[src/rtl/bp_pkg.sv]
package bp_pkg;
  typedef struct packed {
    logic loadCnt;
    logic runCnt;
  } bpStrobe_t;
endpackage

[src/rtl/bp_datapath.sv]
module bp_datapath
  import bp_pkg::*;
#(
  parameter int USED_W  = 5,
  parameter int JAM_LEN = 32
) (
  input  logic              clk,
  input  logic              rst_n,
  input  logic              bpDisableStrap,
  input  logic [USED_W-1:0] cfgThreshold,
  input  logic [USED_W-1:0] queueUsed,
  input  logic              carrierSense,
  input  bpStrobe_t         strobe,
  output logic              crsRise,
  output logic              congested,
  output logic              cntDone,
  output logic              bpDisabled
);
  localparam int CNT_W = $clog2(JAM_LEN + 1);
  localparam logic [CNT_W-1:0] LOAD_VAL = CNT_W'(JAM_LEN - 1);

  logic [USED_W-1:0] thrQ;
  logic              disQ;
  logic              crsQ;
  logic [CNT_W-1:0]  jamCnt;

  // configuration captured only while reset is held
  always_ff @(posedge clk) begin
    if (!rst_n) begin
      thrQ <= cfgThreshold;
      disQ <= bpDisableStrap;
    end
  end

  always_ff @(posedge clk or negedge rst_n) begin
    if (!rst_n) begin
      crsQ   <= 1'b0;
      jamCnt <= '0;
    end else begin
      crsQ <= carrierSense;
      if (strobe.loadCnt)
        jamCnt <= LOAD_VAL;
      else if (strobe.runCnt && jamCnt != '0)
        jamCnt <= jamCnt - 1'b1;
    end
  end

  assign crsRise    = carrierSense && !crsQ;
  assign congested  = (queueUsed >= thrQ);
  assign cntDone    = (jamCnt == '0);
  assign bpDisabled = disQ;
endmodule

[src/rtl/bp_control.sv]
module bp_control
  import bp_pkg::*;
(
  input  logic      clk,
  input  logic      rst_n,
  input  logic      crsRise,
  input  logic      congested,
  input  logic      cntDone,
  input  logic      bpDisabled,
  input  logic      carrierSense,
  input  logic      fullDuplex,
  input  logic      freeAvail,
  output bpStrobe_t strobe,
  output logic      jamOn,
  output logic      dropOn
);
  typedef enum logic {S_IDLE, S_JAM} jamState_t;
  jamState_t state, stateNxt;
  logic      dropNxt;
  logic      startJam;

  assign startJam = crsRise && congested && !bpDisabled && !fullDuplex;

  always_comb begin
    stateNxt       = state;
    strobe.loadCnt = 1'b0;
    strobe.runCnt  = 1'b0;
    unique case (state)
      S_IDLE: begin
        if (startJam) begin
          stateNxt       = S_JAM;
          strobe.loadCnt = 1'b1;
        end
      end
      S_JAM: begin
        strobe.runCnt = 1'b1;
        if (!carrierSense || fullDuplex || cntDone) stateNxt = S_IDLE;
      end
      default: stateNxt = S_IDLE;
    endcase
  end

  always_comb begin
    dropNxt = dropOn;
    if (!carrierSense)
      dropNxt = 1'b0;
    else if (crsRise && bpDisabled && !freeAvail)
      dropNxt = 1'b1;
  end

  always_ff @(posedge clk or negedge rst_n) begin
    if (!rst_n) begin
      state  <= S_IDLE;
      dropOn <= 1'b0;
    end else begin
      state  <= stateNxt;
      dropOn <= dropNxt;
    end
  end

  assign jamOn = (state == S_JAM);
endmodule

[src/rtl/bp_ctrl.sv]
module bp_ctrl
  import bp_pkg::*;
#(
  parameter int USED_W  = 5,
  parameter int JAM_LEN = 32
) (
  input  logic              clk,
  input  logic              rst_n,
  input  logic              bpDisableStrap,
  input  logic [USED_W-1:0] cfgThreshold,
  input  logic [USED_W-1:0] queueUsed,
  input  logic              freeAvail,
  input  logic              carrierSense,
  input  logic              fullDuplex,
  output logic              jamReq,
  output logic              dropFlag
);
  bpStrobe_t strobe;
  logic crsRise, congested, cntDone, bpDisabled;

  bp_datapath #(.USED_W(USED_W), .JAM_LEN(JAM_LEN)) u_dp (
    .clk(clk), .rst_n(rst_n), .bpDisableStrap(bpDisableStrap),
    .cfgThreshold(cfgThreshold), .queueUsed(queueUsed),
    .carrierSense(carrierSense), .strobe(strobe), .crsRise(crsRise),
    .congested(congested), .cntDone(cntDone), .bpDisabled(bpDisabled)
  );

  bp_control u_ctl (
    .clk(clk), .rst_n(rst_n), .crsRise(crsRise), .congested(congested),
    .cntDone(cntDone), .bpDisabled(bpDisabled), .carrierSense(carrierSense),
    .fullDuplex(fullDuplex), .freeAvail(freeAvail), .strobe(strobe),
    .jamOn(jamReq), .dropOn(dropFlag)
  );
endmodule

[config.mk]
export PLATFORM = sky130hd
export DESIGN_NAME = bp_ctrl
export DESIGN_NICKNAME = d
export VERILOG_FILES = /design/src/rtl/bp_pkg.sv /design/src/rtl/bp_datapath.sv /design/src/rtl/bp_control.sv /design/src/rtl/bp_ctrl.sv
export SDC_FILE = /design/constraint.sdc
export NUM_CORES = 1
export LEC_CHECK = 0
export ABC_CLOCK_PERIOD_IN_PS = 1790
export CORE_UTILIZATION = 45
export CTS_BUF_LIST = sky130_fd_sc_hd__clkbuf_2
export DETAILED_ROUTE_END_ITERATION = 6
export GPL_ROUTABILITY_DRIVEN = 1
export PLACE_DENSITY = 0.76
export SLEW_MARGIN = 20
export SYNTH_ARGS = -nofsm -noshare
export SYNTH_HDL_FRONTEND = slang
export SYNTH_SLANG_ARGS = --single-unit
[constraint.sdc]
create_clock -name clk -period 1.79 [get_ports clk]
set_input_delay 0.358 -clock clk [delete_from_list [all_inputs] [get_ports clk]]
set_output_delay 0.358 -clock clk [all_outputs]
set_load 0.02 [all_outputs]
==> run_results.csv <==
group,metric,value,unit
status,status,"completed",
global_routing,grtUsageTotal,16.56,%
timing,finalCritPeriodShare,99.52,%
global_routing,grt_pass1_vias,529,
setup_path,worstPathArrival,1.96,ns
yosys,synth_area_leaders,"dfrtp_1 30%, edfxtp_1 24%, ha_1 12%",
global_routing,antenna_found_initial,0,
timing,hold_viol,0,
floorplan,std_cell_rows,14,
power,p_seq_share,53.8,%
timing,drv_slew,0,
min_path,hp-class,"input pin to asynchronous set/reset pin",
finish,final_cells,104,
timing,fin_skew,0.0006501,ns
power,power_switching,273.8,µW
yosys,ys_ff_latch,15,
floorplan,start_util,49.35,%
setup_path,cp_max_fo,4,
yosys,synth_top_area_share,29.61,%
job,cap_violations,0,
placed_design,dp_slack,-0.4090,ns
power,p_int,630.7,µW
finish,drive_above_1_share,19.32,%
detailed_routing,dr.pass1.iters,4,
detailed_routing,drtIter0Drc,25,
yosys,netlist_area,760.7,µm²
floorplan,die_w,43.12,µm
clock_tree,post_cts_buffers,0,
detailed_routing,vias,573,
power,power_density,877.3,nW/µm²
timing,whs,0.3765,ns
detailed_routing,drc_errors,0,
yosys,yosysTopAreaCell,"dfrtp_1",
detailed_routing,postRouteWirelength,1410,µm
clock_tree,clock_latency,0.27,ns
floorplan,die-area,1859,µm²
floorplan,core-area,1541,µm²
placed_design,finalWeightedCongestion,0.8026,
setup_path,cp.required,1.97,ns
finish,fillCellCount,129,
floorplan,die_y,43.12,µm
setup_path,critPathLaunchType,"input pin",
clock_tree,htree_num_levels,1,
power,netSwitchingFraction,30.27,%
detailed_routing,drtAntennaViolNets,0,
power,finalPower,904.5,µW
setup_path,crit_type,"input pin to flip-flop",
placed_design,postPlaceCellArea,965.9,µm²
finish,postLayoutCellArea,1031,µm²
timing,max_freq,561.3,MHz
setup_path,crit_slowest_cell,"or4_4",
setup_path,worstSetupEndpointType,"flip-flop",
finish,final_util,66.88,%
yosys,syn-num-nets,88,
placed_design,place_inst,100,
power,ir_drop,0.4861,mV
clock_tree,root_buffer,"clkbuf_2",
power,pwr-share-comb,28.2,%
timing,period_minus_slack,1.781,ns
setup_path,cp_top_family,"simple AND/OR/NAND/NOR gates",
setup_path,slowest_delay,0.50,ns
clock_tree,cts_buffers,3,
yosys,syn_inst,65,
clock_tree,clk_pin_slew_worst_paths,0.14,ns
global_routing,grt_pass1_wl,2208,µm
detailed_routing,routedWlPerCell,13.56,µm
placed_design,numPortBuffers,17,
power,cellLeakagePower,0.4513,nW
timing,slew_headroom,82.38,%
clock_tree,clockBufferDepth,2,
clock_tree,clock-sinks,15,
clock_tree,cts_tree,"built",
yosys,synth-seq-area-share,53.29,%
finish,final_nets,112,
setup_path,crit_buf_inv,1,
finish,diodes,0,
timing,setup_viol,0,
detailed_routing,routed_via_density,5.510,
yosys,syn_avg_cell_area,11.70,µm²
yosys,ys_types,26,
global_routing,grt_start_max_net_pins,10,
timing,fin_tns_setup,0,ns
yosys,yosys_warnings,0,
timing,worst_slack,0.008515,ns
global_routing,overflow,0,
setup_path,r2r-start,"u_dp.thrQ[4]",
finish,area_delta_synth_final,35.53,%
placed_design,hpwlAfterDp,1106,µm
setup_path,startpoint,"queueUsed[1]",
timing,tightest_slew,0.2628,ns
power,clkPwrFrac,18.0,%
floorplan,ios,18,
setup_path,crit_chain,"clkdlybuf4s50_1 -> ha_1 -> or4_4 -> a21oi_4 -> nor3_4 -> a211o_1",
## worst paths after layout
check                                  to  slack, ns  cells after the start
max                        u_dp.jamCnt[4]      0.009                      6
min                        u_dp.jamCnt[4]       0.38                      2
max reg2reg                u_dp.jamCnt[4]       0.08                      6
min reg2reg                u_dp.jamCnt[5]       0.56                      2
max in group asynchronous  u_dp.jamCnt[0]       1.28                      2
min in group clk                u_dp.crsQ       0.55                      1
## timing repair
action,4_1_cts,5_1_grt
setup endpoints to repair,6,6
hold buffers,0,0
pin swaps,3,4
resized for setup,6,6
## registers in the layout, indices dropped and copies added (netlist names)
register,cells
u_ctl.dropOn,1
u_dp.crsQ,1
u_dp.bpDisabled,1
u_ctl.jamOn,1
u_dp.jamCnt,6
u_dp.thrQ,5
## layer usage
metal	part of all wire, %	GRT usage, %	vias to the layer above
met3	5.7	3.830	2
met2	50	27.46	22
met4	0.92	7.273	0
met5	0	0	-
li1	-	-	278
met1	43	20.27	271
## cell usage in the layout (no fill, tap or decap), types with 2 or more instances in the layout
cell type,netlist,final
ha_1,7,5
nor2_1,2,2
nand2b_1,3,3
a21oi_1,3,2
edfxtp_1,6,6
nand2_1,3,3
or3_4,2,2
or4_4,1,2
buf_4,0,2
nor3_1,3,2
dfrtp_1,9,9
a211o_1,2,2
or3_1,3,3
inv_1,8,8
clkdlybuf4s50_1,0,15
clkbuf_2,0,4
## cell families after synthesis
| group | count (synthesis) | synth area share, % |
|---|---|---|
| simple gates | 23 | 19.74 |
| flops | 15 | 53.29 |
| compound gates | 10 | 9.047 |
| buf+inv | 8 | 3.948 |
| fa+ha+maj | 7 | 11.51 |
| xor+xnor | 1 | 1.152 |
| mux | 1 | 1.316 |
## synthesized netlist by cell type
library cell	number
o21bai_1	1
or4_1	1
xnor2_1	1
mux2i_1	1
nor2_1	2
or4b_1	1
nor2b_1	1
or2_2	1
nor3_1	3
o21ai_2	1
nand3_1	1
a21oi_1	3
o21ai_0	1
o31ai_1	1
or3_4	2
edfxtp_1	6
o21a_1	1
ha_1	7
nor3_2	1
nand2_1	3
or3_1	3
nand2b_1	3
inv_1	8
or4_4	1
dfrtp_1	9
a211o_1	2
## final cells by class
cell class / instances / area (µm²) / share of cell area, %
multi-input combinational: 42 / 369.1 / 35.80
inverter: 8 / 30.03 / 2.913
timing repair buffer: 19 / 186.4 / 18.08
sequential: 15 / 405.4 / 39.32
clock buffer: 4 / 20.02 / 1.942
tap: 16 / 20.02 / 1.942
## power by group through the flow
stage | Clock, mW | Combinational (mW) | Sequential [mW]
2_1_floorplan | 0 | 0.146 | 0.479
3_3_place_gp | 0 | 0.215 | 0.491
3_5_place_dp | 0 | 0.229 | 0.494
4_1_cts | 0.171 | 0.243 | 0.486
5_1_grt | 0.184 | 0.284 | 0.496
6_report | 0.163 | 0.255 | 0.486
Power figures use the tool's default switching activity.
